$ cat src/rtl/ted_pkg.sv
package ted_pkg;

  typedef enum logic [1:0] {
    TR_NONE = 2'd0,
    TR_UP   = 2'd1,
    TR_DOWN = 2'd2
  } trans_e;

endpackage

$ cat src/rtl/ted_rst_sync.sv
module ted_rst_sync #(
  parameter int STAGES = 2
) (
  input  logic clk,
  input  logic rst_n_in,
  output logic rst_n_out
);

  logic [STAGES-1:0] pipe_q;

  always_ff @(posedge clk or negedge rst_n_in) begin
    if (!rst_n_in) pipe_q <= '0;
    else           pipe_q <= {pipe_q[STAGES-2:0], 1'b1};
  end

  assign rst_n_out = pipe_q[STAGES-1];

endmodule

$ cat src/rtl/ted_rail.sv
module ted_rail
  import ted_pkg::*;
#(
  parameter int SMP_W = 10,
  localparam int CW = SMP_W + 1
) (
  input  logic                    clk,
  input  logic                    rst_n,
  input  logic                    smp_vld,
  input  logic                    smp_is_end,
  input  logic signed [SMP_W-1:0] smp,
  output logic signed [CW-1:0]    contrib
);

  logic                    dec_q, dec_d;
  logic signed [SMP_W-1:0] mid_q, mid_d;
  logic                    new_dec;
  logic signed [CW-1:0]    mid_ext;
  trans_e                  tr;

  always_comb begin
    new_dec = ~smp[SMP_W-1];
    mid_ext = {mid_q[SMP_W-1], mid_q};
    if (new_dec == dec_q) tr = TR_NONE;
    else if (new_dec)     tr = TR_UP;
    else                  tr = TR_DOWN;
    case (tr)
      TR_UP:   contrib = mid_ext;
      TR_DOWN: contrib = -mid_ext;
      default: contrib = '0;
    endcase
  end

  always_comb begin
    dec_d = dec_q;
    mid_d = mid_q;
    if (smp_vld && smp_is_end)  dec_d = new_dec;
    if (smp_vld && !smp_is_end) mid_d = smp;
  end

  always_ff @(posedge clk or negedge rst_n) begin
    if (!rst_n) begin
      dec_q <= 1'b0;
      mid_q <= '0;
    end else begin
      dec_q <= dec_d;
      mid_q <= mid_d;
    end
  end


  mid_hold_chk: assert property (@(posedge clk) disable iff (!rst_n)
    !(smp_vld && !smp_is_end) |=> $stable(mid_q));


  dec_track_chk: assert property (@(posedge clk) disable iff (!rst_n)
    (smp_vld && smp_is_end) |=> (dec_q == !$past(smp[SMP_W-1])));

endmodule

$ cat src/rtl/ted_combine.sv
module ted_combine #(
  parameter int SMP_W = 10,
  localparam int CW = SMP_W + 1,
  localparam int EW = SMP_W + 2
) (
  input  logic                 clk,
  input  logic                 rst_n,
  input  logic                 end_stb,
  input  logic                 freeze,
  input  logic                 double_rail,
  input  logic signed [CW-1:0] contrib_i,
  input  logic signed [CW-1:0] contrib_q,
  output logic signed [EW-1:0] err,
  output logic                 err_vld
);

  logic                 primed_q, primed_d;
  logic signed [EW-1:0] err_q, err_d;
  logic                 vld_q, vld_d;
  logic signed [EW-1:0] ext_i, ext_q, sum;
  logic                 upd;

  always_comb begin
    ext_i = {contrib_i[CW-1], contrib_i};
    ext_q = double_rail ? {contrib_q[CW-1], contrib_q} : '0;
    sum   = ext_i + ext_q;
    upd   = end_stb && primed_q && !freeze;
    primed_d = primed_q | end_stb;
    err_d    = upd ? sum : err_q;
    vld_d    = upd;
  end

  always_ff @(posedge clk or negedge rst_n) begin
    if (!rst_n) begin
      primed_q <= 1'b0;
      err_q    <= '0;
      vld_q    <= 1'b0;
    end else begin
      primed_q <= primed_d;
      err_q    <= err_d;
      vld_q    <= vld_d;
    end
  end

  assign err     = err_q;
  assign err_vld = vld_q;


  err_hold_chk: assert property (@(posedge clk) disable iff (!rst_n)
    (!end_stb || freeze) |=> $stable(err));


  vld_src_chk: assert property (@(posedge clk) disable iff (!rst_n)
    err_vld |-> $past(end_stb && !freeze));

endmodule

$ cat src/rtl/symbol_ted.sv
module symbol_ted
  import ted_pkg::*;
#(
  parameter int SMP_W = 10,
  localparam int CW = SMP_W + 1,
  localparam int EW = SMP_W + 2,
  localparam int NRAIL = 2
) (
  input  logic                    clk,
  input  logic                    rst_n,
  input  logic                    smp_vld,
  input  logic                    smp_is_end,
  input  logic signed [SMP_W-1:0] smp_i,
  input  logic signed [SMP_W-1:0] smp_q,
  input  logic                    double_rail,
  input  logic                    freeze,
  output logic signed [EW-1:0]    err,
  output logic                    err_vld
);

  logic                    rst_n_s;
  logic signed [SMP_W-1:0] rail_smp [NRAIL];
  logic signed [CW-1:0]    rail_con [NRAIL];

  assign rail_smp[0] = smp_i;
  assign rail_smp[1] = smp_q;

  ted_rst_sync #(.STAGES(2)) u_rst (
    .clk       (clk),
    .rst_n_in  (rst_n),
    .rst_n_out (rst_n_s)
  );

  for (genvar r = 0; r < NRAIL; r++) begin : g_rail
    ted_rail #(.SMP_W(SMP_W)) u_rail (
      .clk        (clk),
      .rst_n      (rst_n_s),
      .smp_vld    (smp_vld),
      .smp_is_end (smp_is_end),
      .smp        (rail_smp[r]),
      .contrib    (rail_con[r])
    );
  end

  ted_combine #(.SMP_W(SMP_W)) u_comb (
    .clk         (clk),
    .rst_n       (rst_n_s),
    .end_stb     (smp_vld && smp_is_end),
    .freeze      (freeze),
    .double_rail (double_rail),
    .contrib_i   (rail_con[0]),
    .contrib_q   (rail_con[1]),
    .err         (err),
    .err_vld     (err_vld)
  );

endmodule

$ cat config.mk
export PLATFORM = sky130hd
export DESIGN_NAME = symbol_ted
export DESIGN_NICKNAME = d
export VERILOG_FILES = /design/src/rtl/ted_pkg.sv /design/src/rtl/ted_rst_sync.sv /design/src/rtl/ted_rail.sv /design/src/rtl/ted_combine.sv /design/src/rtl/symbol_ted.sv
export SDC_FILE = /design/constraint.sdc
export NUM_CORES = 1
export LEC_CHECK = 0
export BUFFER_PORTS_ARGS = -buffer_cell sky130_fd_sc_hd__buf_2
export CAP_MARGIN = 40
export CORE_ASPECT_RATIO = 2
export CORE_MARGIN = 2
export CORE_UTILIZATION = 40
export CTS_CLUSTER_DIAMETER = 150
export CTS_CLUSTER_SIZE = 28
export DETAILED_ROUTE_END_ITERATION = 8
export GPL_TIMING_DRIVEN = 0
export MAX_ROUTING_LAYER = met4
export PLACE_DENSITY_LB_ADDON = 0.12
export SKIP_CTS_REPAIR_TIMING = 1
export SLEW_MARGIN = 20
export SYNTH_ARGS = -nofsm -noshare
export SYNTH_HDL_FRONTEND = slang
export SYNTH_SLANG_ARGS = --single-unit
$ cat constraint.sdc
create_clock -name clk -period 1.1 [get_ports clk]
set_input_delay 0.11 -clock clk [delete_from_list [all_inputs] [get_ports clk]]
set_output_delay 0.11 -clock clk [all_outputs]
set_load 0.02 [all_outputs]
==> run metrics, run 1 <==
Critical Path End Type flop; Vias/cell 5.22; GR Util met3 0.0301; Fin. Hold Viols 0; Post-Synthesis Mean Instance Area 9.21 µm²; clk buf depth 2; Net Count, Synth 316; antenna violations before repair 0; Startpoint Class flop; Routed wire per std cell 14.4 µm; Setup Crit Path Kind reg2reg; grt ovf 0; number of synthesized flops with an enable pin 0; # IOs 39; violated checks negative setup slack; initial core utilization 0.414; CTS Buf Count 5; die height 116 µm; Switch Pwr 0.00171 W; Netlist cell types 47; post-synth top area cell dfrtp_1; Port Buffers 38; Leak 1.53 nW; CP Cell Sequence or4_4, or3_4, a32oi_2, nor2_2, ha_4, o211ai_1, or4_1, nand3_1; xor/xnor share of the synthesized area 0.0594; part of the power in registers 0.371; Cell Rows 40; Max Slew Vio Count 0; Ys Warns 0; largest net degree at the start of global routing 37; vias in the first global route 2,019; Tmin final 2810 ps; post-synth top area share 0.379; setup TNS -15,480 ps; worst-skew pair later-pin latency 280 ps; FFs w/ async S/R, synth 1.00; RePlAce Congestion 0.836; antenna-violating nets left 0; skew final 5.88 ps; status complete, but fails checks; delay-heaviest family, CP simple AND/OR/NAND/NOR gates; met2 Use GR 0.322; top fanout value on the critical path 6; HP Class in2reg; NumNets Final 388; ranking of synthesized cells by area dfrtp_1 38%, ha_1 8.5%, mux2_2 7.2%; largest family of logic cells by synthesized area simple AND/OR/NAND/NOR gates; final wirelength 6180 µm; sw frac 0.341; DP HPWL 4360 µm; root buf cell clkbuf_16; Detailed Route Iter0 Violations 103; met1 usage 0.204; Seq/Total Area, Yosys 0.379; post-synthesis mux area share 0.0719; final core utilization 0.597; Area Growth Syn to Fin 44.2%; cell-internal power 0.00331 W; unrepaired setup endpoints after global routing yes; Residual DRC 0; Final Non-Filler Cells 429; die area 6950 µm²; Max Clk Rate 355 MHz; core area 6060 µm²; clk sinks 38; final setup margin -1710 ps; Primary FF master, synth dfrtp_1; Pre-Repair DR Iteration Count 4; Placed Cells 394; R2R Setup Slk -1710 ps; simple-gate share of the synthesized area 0.196; Post-Syn Instances 272; WP data required 1320 ps; first-pass GRT wire length 9460 µm; Mapped Area 2510 µm²; CTS HTree Levels 2; global routing's busiest layer met2; share of layout cells above drive strength 1 0.481; Max IR drop VDD 0.00112 V; Comb power frac 0.347; worst path bufs/invs 0; Max Cap Viol 0; GRT Resource Usage Total 0.184; Compound-Gate Fraction of Synth Area 0.159; total power 0.00502 W; slowest stage cell, crit path or4_4; Die Wd 60.0 µm; # setup viols final 12; Worst EP arrival 3030 ps; Power Dens Cells 1390 nW/µm²; # diodes 0; Clk pwr share 0.283; Vias 2,238; final worst-path cycle share 2.56; Post-Synth Adder-Cell Area 0.0929; Crit path largest cell delay 580 ps; CTS tree built; clock transition at the registers of the reported paths 60 ps; flop and latch count out of synthesis 38
==> path summary, 6_finish.rpt <==
kind,startpoint,endpoint,cells past startpoint
min in group asynchronous,u_rst.pipe_q[1]$_DFF_PN0_,g_rail[0].u_rail.mid_q[2]$_DFFE_PN0P_,0
min reg2reg,u_rst.pipe_q[1]$_DFF_PN0_,g_rail[0].u_rail.mid_q[2]$_DFFE_PN0P_,0
max,g_rail[0].u_rail.mid_q[4]$_DFFE_PN0P_,u_comb.err[10]$_DFFE_PN0P_,8
max in group asynchronous,u_rst.pipe_q[1]$_DFF_PN0_,g_rail[0].u_rail.mid_q[5]$_DFFE_PN0P_,1
min,smp_i[0],g_rail[0].u_rail.mid_q[0]$_DFFE_PN0P_,3
max reg2reg,g_rail[0].u_rail.mid_q[4]$_DFFE_PN0P_,u_comb.err[10]$_DFFE_PN0P_,8
==> kinds of logic (layout without fill, tap and decap cells) <==
| kind of cell | count (synthesis) | in the layout |
|---|---|---|
| adder cells (fa/ha/maj) | 18 | 18 |
| multiplexers | 16 | 16 |
| AO/OA/AOI/OAI | 61 | 61 |
| AND/OR/NAND/NOR | 95 | 95 |
| other | 1 | 1 |
| flip-flops | 38 | 38 |
| buffers and inverters | 26 | 99 |
| XOR/XNOR | 17 | 17 |
==> metrics by stage <==
step                hold WS [ps]  setup WS [ps]  instance area (µm²)
finish                      25.1          -1710                 3610
global route                46.7          -1900                 3610
CTS                         -411          -1890                 3090
detailed placement          -103          -1860                 2950
global placement            -105          -1830                 2950
floorplan                   -186          -1590                 2650
==> flip-flops by register name (all words and copies together), names as in the netlist <==
signal / cells
g_rail.u_rail.dec_q: 2
g_rail.u_rail.mid_q: 20
u_comb.err: 12
u_comb.err_vld: 1
u_comb.primed_q: 1
u_rst.pipe_q: 2
==> Yosys cell counts, types with 3 or more instances <==
cell type / number
nor2_1: 21
o22ai_1: 3
a22oi_1: 10
nor3_1: 8
inv_1: 12
nand2_1: 30
nand2b_1: 9
o21ai_0: 15
a21o_1: 3
xor2_1: 5
ha_1: 17
clkbuf_1: 12
a32oi_1: 4
dfrtp_1: 38
nand3_1: 4
xnor2_1: 12
o211ai_1: 3
mux2_2: 16
a21oi_1: 11
==> power by group through the flow <==
| stage | Clock (W) | Sequential, W | Combinational [W] |
|---|---|---|---|
| finish | 0.00142 | 0.00186 | 0.00174 |
| global route | 0.00151 | 0.00190 | 0.00192 |
| CTS | 0.00146 | 0.00184 | 0.00130 |
| detailed placement | 0 | 0.00187 | 0.00130 |
| global placement | 0 | 0.00185 | 0.00128 |
| floorplan | 0 | 0.00195 | 0.000843 |
==> worst reg2reg max path, delay by kind of cell, from the launching register on <==
family	cells	cell delay [ps]
adders and majority gates	1	310
and+or+nand+nor	5	1630
DFF	1	450
AOI/OAI and AO/OA	2	370
==> layer usage <==
metal,vias to the layer above,share of wire
met5,-,0
met4,0,0.039
met2,43,0.56
met3,16,0.023
li1,1117,-
met1,1062,0.37
==> layout make-up <==
cell class	count	area, µm²
inverters	12	45.0
fillers	536	2440
multi-input cells	208	1840
clock inverters	3	21.3
repair buffers	67	423
flip-flops and latches	38	956
well taps	84	105
clock buffers	5	125
plain buffers	12	98.8
==> placed cells by master, fill, tap and decap left out, types with 6 or more instances in the layout <==
cell | synthesis | routed
buf_4 | 0 | 28
nor2_1 | 21 | 12
o21ai_1 | 1 | 6
a21oi_1 | 11 | 6
inv_1 | 12 | 6
dfrtp_1 | 38 | 34
a22oi_1 | 10 | 6
inv_2 | 0 | 6
nor2_2 | 0 | 8
nand2_1 | 30 | 30
o21ai_0 | 15 | 9
buf_2 | 2 | 41
mux2_2 | 16 | 16
ha_4 | 0 | 11
xnor2_1 | 12 | 11
Power figures use the tool's default switching activity.
==> run 2, diff against run 1 <==
- REMOVE_ABC_BUFFERS: default -> 1
==> run 2 against run 1 <==
  * Sequential share of layout area up 0.40 points
  * Design area down 1.6%
  * Non-clock buffer count down 9
  * Critical path depth unchanged
  * The flow still finishes with violations (negative setup slack)
  * Register-to-register slack worse by 40 ps
  * Clock-buffer cell count up 1
==> run metrics, run 2 (same netlist as run 1, synthesis figures left out) <==
status complete, but fails checks; violated checks negative setup slack; Top reg by flops g_rail.u_rail.mid_q; final wirelength 6110 µm (-1.1%); largest net degree at the start of global routing 23 (-38%); top fanout value on the critical path 6 (unchanged); Critical Path End Type flop; GR Util met3 0.0301 (unchanged); slowest stage cell, crit path or4_4; Area Growth Syn to Fin 41.8%; grt ovf 0 (unchanged); CP Cell Sequence or4_4, or3_4, a32oi_2, nor2_2, ha_4, o211ai_1, or4_1, nand3_1; met2 Use GR 0.328 (+0.00580); WP data required 1330 ps (about the same); final worst-path cycle share 2.59 (+0.0358); unrepaired setup endpoints after global routing yes; # diodes 0 (unchanged); initial core utilization 0.414 (unchanged); die area 6950 µm² (unchanged); clk sinks 38 (unchanged); Largest register FFs 20 (unchanged); Worst EP arrival 3080 ps (+50 ps); total power 0.00540 W (+7.6%); Setup Crit Path Kind reg2reg; Finished Cell Area 3550 µm² (-1.6%); R2R Setup Slk -1750 ps (-40 ps); delay-heaviest family, CP simple AND/OR/NAND/NOR gates; met1 usage 0.188 (-0.0161); final setup margin -1750 ps (-39.4 ps); Power Dens Cells 1520 nW/µm² (+9.4%); Port Buffers 38 (unchanged); Tmin final 2850 ps (+39.4 ps); share of layout cells above drive strength 1 0.446 (-0.0347); Max Clk Rate 350 MHz (-1.4%); first-pass GRT wire length 9440 µm (-0.21%); CTS Buf Count 5 (unchanged); global routing's busiest layer met2; Cell Rows 40 (unchanged); GRT Resource Usage Total 0.184 (+0.000211); Vias/cell 5.22 (about the same); Max Cap Viol 0 (unchanged); dpl cell area 2800 µm² (-4.9%); most frequent cells in the layout 38 x buf_2, 35 x dfrtp_1, 30 x nand2_1; skew final 7.84 ps (+1.96 ps); r2r endpoint u_comb.err[10]$_DFFE_PN0P_; antenna-violating nets left 0 (unchanged); fillcell total 543 (+1.3%); Die Wd 60.0 µm (unchanged); Residual DRC 0 (unchanged); core area 6060 µm² (unchanged); WHS 32.3 ps (+7.22 ps); Leak 1.51 nW (-0.72%); clk buf depth 2 (unchanged); Worst Hold Launch smp_i[0]; Fin. Hold Viols 0 (unchanged); root buf cell clkbuf_16; antenna violations before repair 0 (unchanged); RePlAce Congestion 0.851 (+1.7%); worst path bufs/invs 0 (unchanged); CTS tree built; clock transition at the registers of the reported paths 60 ps (about the same); CTS HTree Levels 2 (unchanged); HP Class in2reg; Detailed Route Iter0 Violations 80 (-22%); vias in the first global route 2,086 (+3.3%); worst-skew pair later-pin latency 290 ps (about the same); die height 116 µm (unchanged); # IOs 39 (unchanged); # setup viols final 12 (unchanged); Reg2Reg Depth 8 (unchanged); Vias 2,191 (-2.1%); commonest non-fill, non-tap cell in the layout buf_2; Max IR drop VDD 0.00104 V (-7.3%); worst r2r src g_rail[0].u_rail.mid_q[5]$_DFFE_PN0P_; Max Slew Vio Count 0 (unchanged); DP HPWL 4440 µm (+1.8%); NumNets Final 379 (-2.3%); Startpoint Class flop; Routed wire per std cell 14.6 µm (+0.99%); Crit path largest cell delay 570 ps (about the same); Hold Path Depth 3 (unchanged); Pre-Repair DR Iteration Count 4 (unchanged); WHS Endpoint g_rail[0].u_rail.mid_q[0]$_DFFE_PN0P_
run 2: changes by cell type in the layout (fill, tap and decap cells not counted), sizes merged:
cell / previous run / this run
bufinv: 0 / 2
clkinvlp: 1 / 0
clkinv: 2 / 0
buf: 73 / 69
clkbuf: 10 / 6
run 2: through the flow:
stage,setup TNS (ps),worst slack (ps),cells,util
final,-15060,-1750,420,0.587
after global placement,-57230,-1990,380,0.454
after CTS,-17880,-2010,391,0.495
after detailed placement,-19350,-1990,383,0.462
after floorplan,-25740,-1660,258,-
after global routing,-16580,-1850,420,0.587
run 2: area by class of cell:
cell class              instances  area (µm²)  area share
multi-input cells             208        1770       0.498
flip-flops and latches         38         955       0.269
repair buffers                 70         479       0.135
clock buffers                   6         139      0.0391
well taps                      84         105      0.0296
clock inverters                 2        60.1      0.0169
inverters                      12        45.0      0.0127
run 2: tightest hold or removal path: stages:
cell and delay [ps]:
buf_2 70, nand2_1 40, o21ai_0 60
run 2: routing by layer:
layer | vias up | part of all wire
li1 | 1100 | -
met3 | 17 | 0.025
met1 | 1034 | 0.37
met5 | - | 0
met2 | 40 | 0.57
met4 | 0 | 0.034
run 2: worst max-delay path by stage:
stage	startpoint	endpoint	slack [ps]	cells after the start
final	g_rail[0].u_rail.mid_q[5]$_DFFE_PN0P_	u_comb.err[10]$_DFFE_PN0P_	-1750	8
after global routing	g_rail[0].u_rail.mid_q[1]$_DFFE_PN0P_	u_comb.err[10]$_DFFE_PN0P_	-1850	13
after detailed placement	g_rail[0].u_rail.mid_q[6]$_DFFE_PN0P_	u_comb.err[9]$_DFFE_PN0P_	-1990	10
after floorplan	g_rail[0].u_rail.mid_q[4]$_DFFE_PN0P_	u_comb.err[8]$_DFFE_PN0P_	-1660	8
after global placement	g_rail[1].u_rail.dec_q$_DFFE_PN0P_	u_comb.err[8]$_DFFE_PN0P_	-1990	12
after CTS	g_rail[0].u_rail.mid_q[6]$_DFFE_PN0P_	u_comb.err[9]$_DFFE_PN0P_	-2010	10
run 2: power by group:
group          total [W]  internal [W]  leakage (nW)  switching [W]
clock            0.00194       0.00136        0.0971       0.000576
combinational    0.00162      0.000789         0.953       0.000830
sequential       0.00185       0.00162         0.465       0.000225
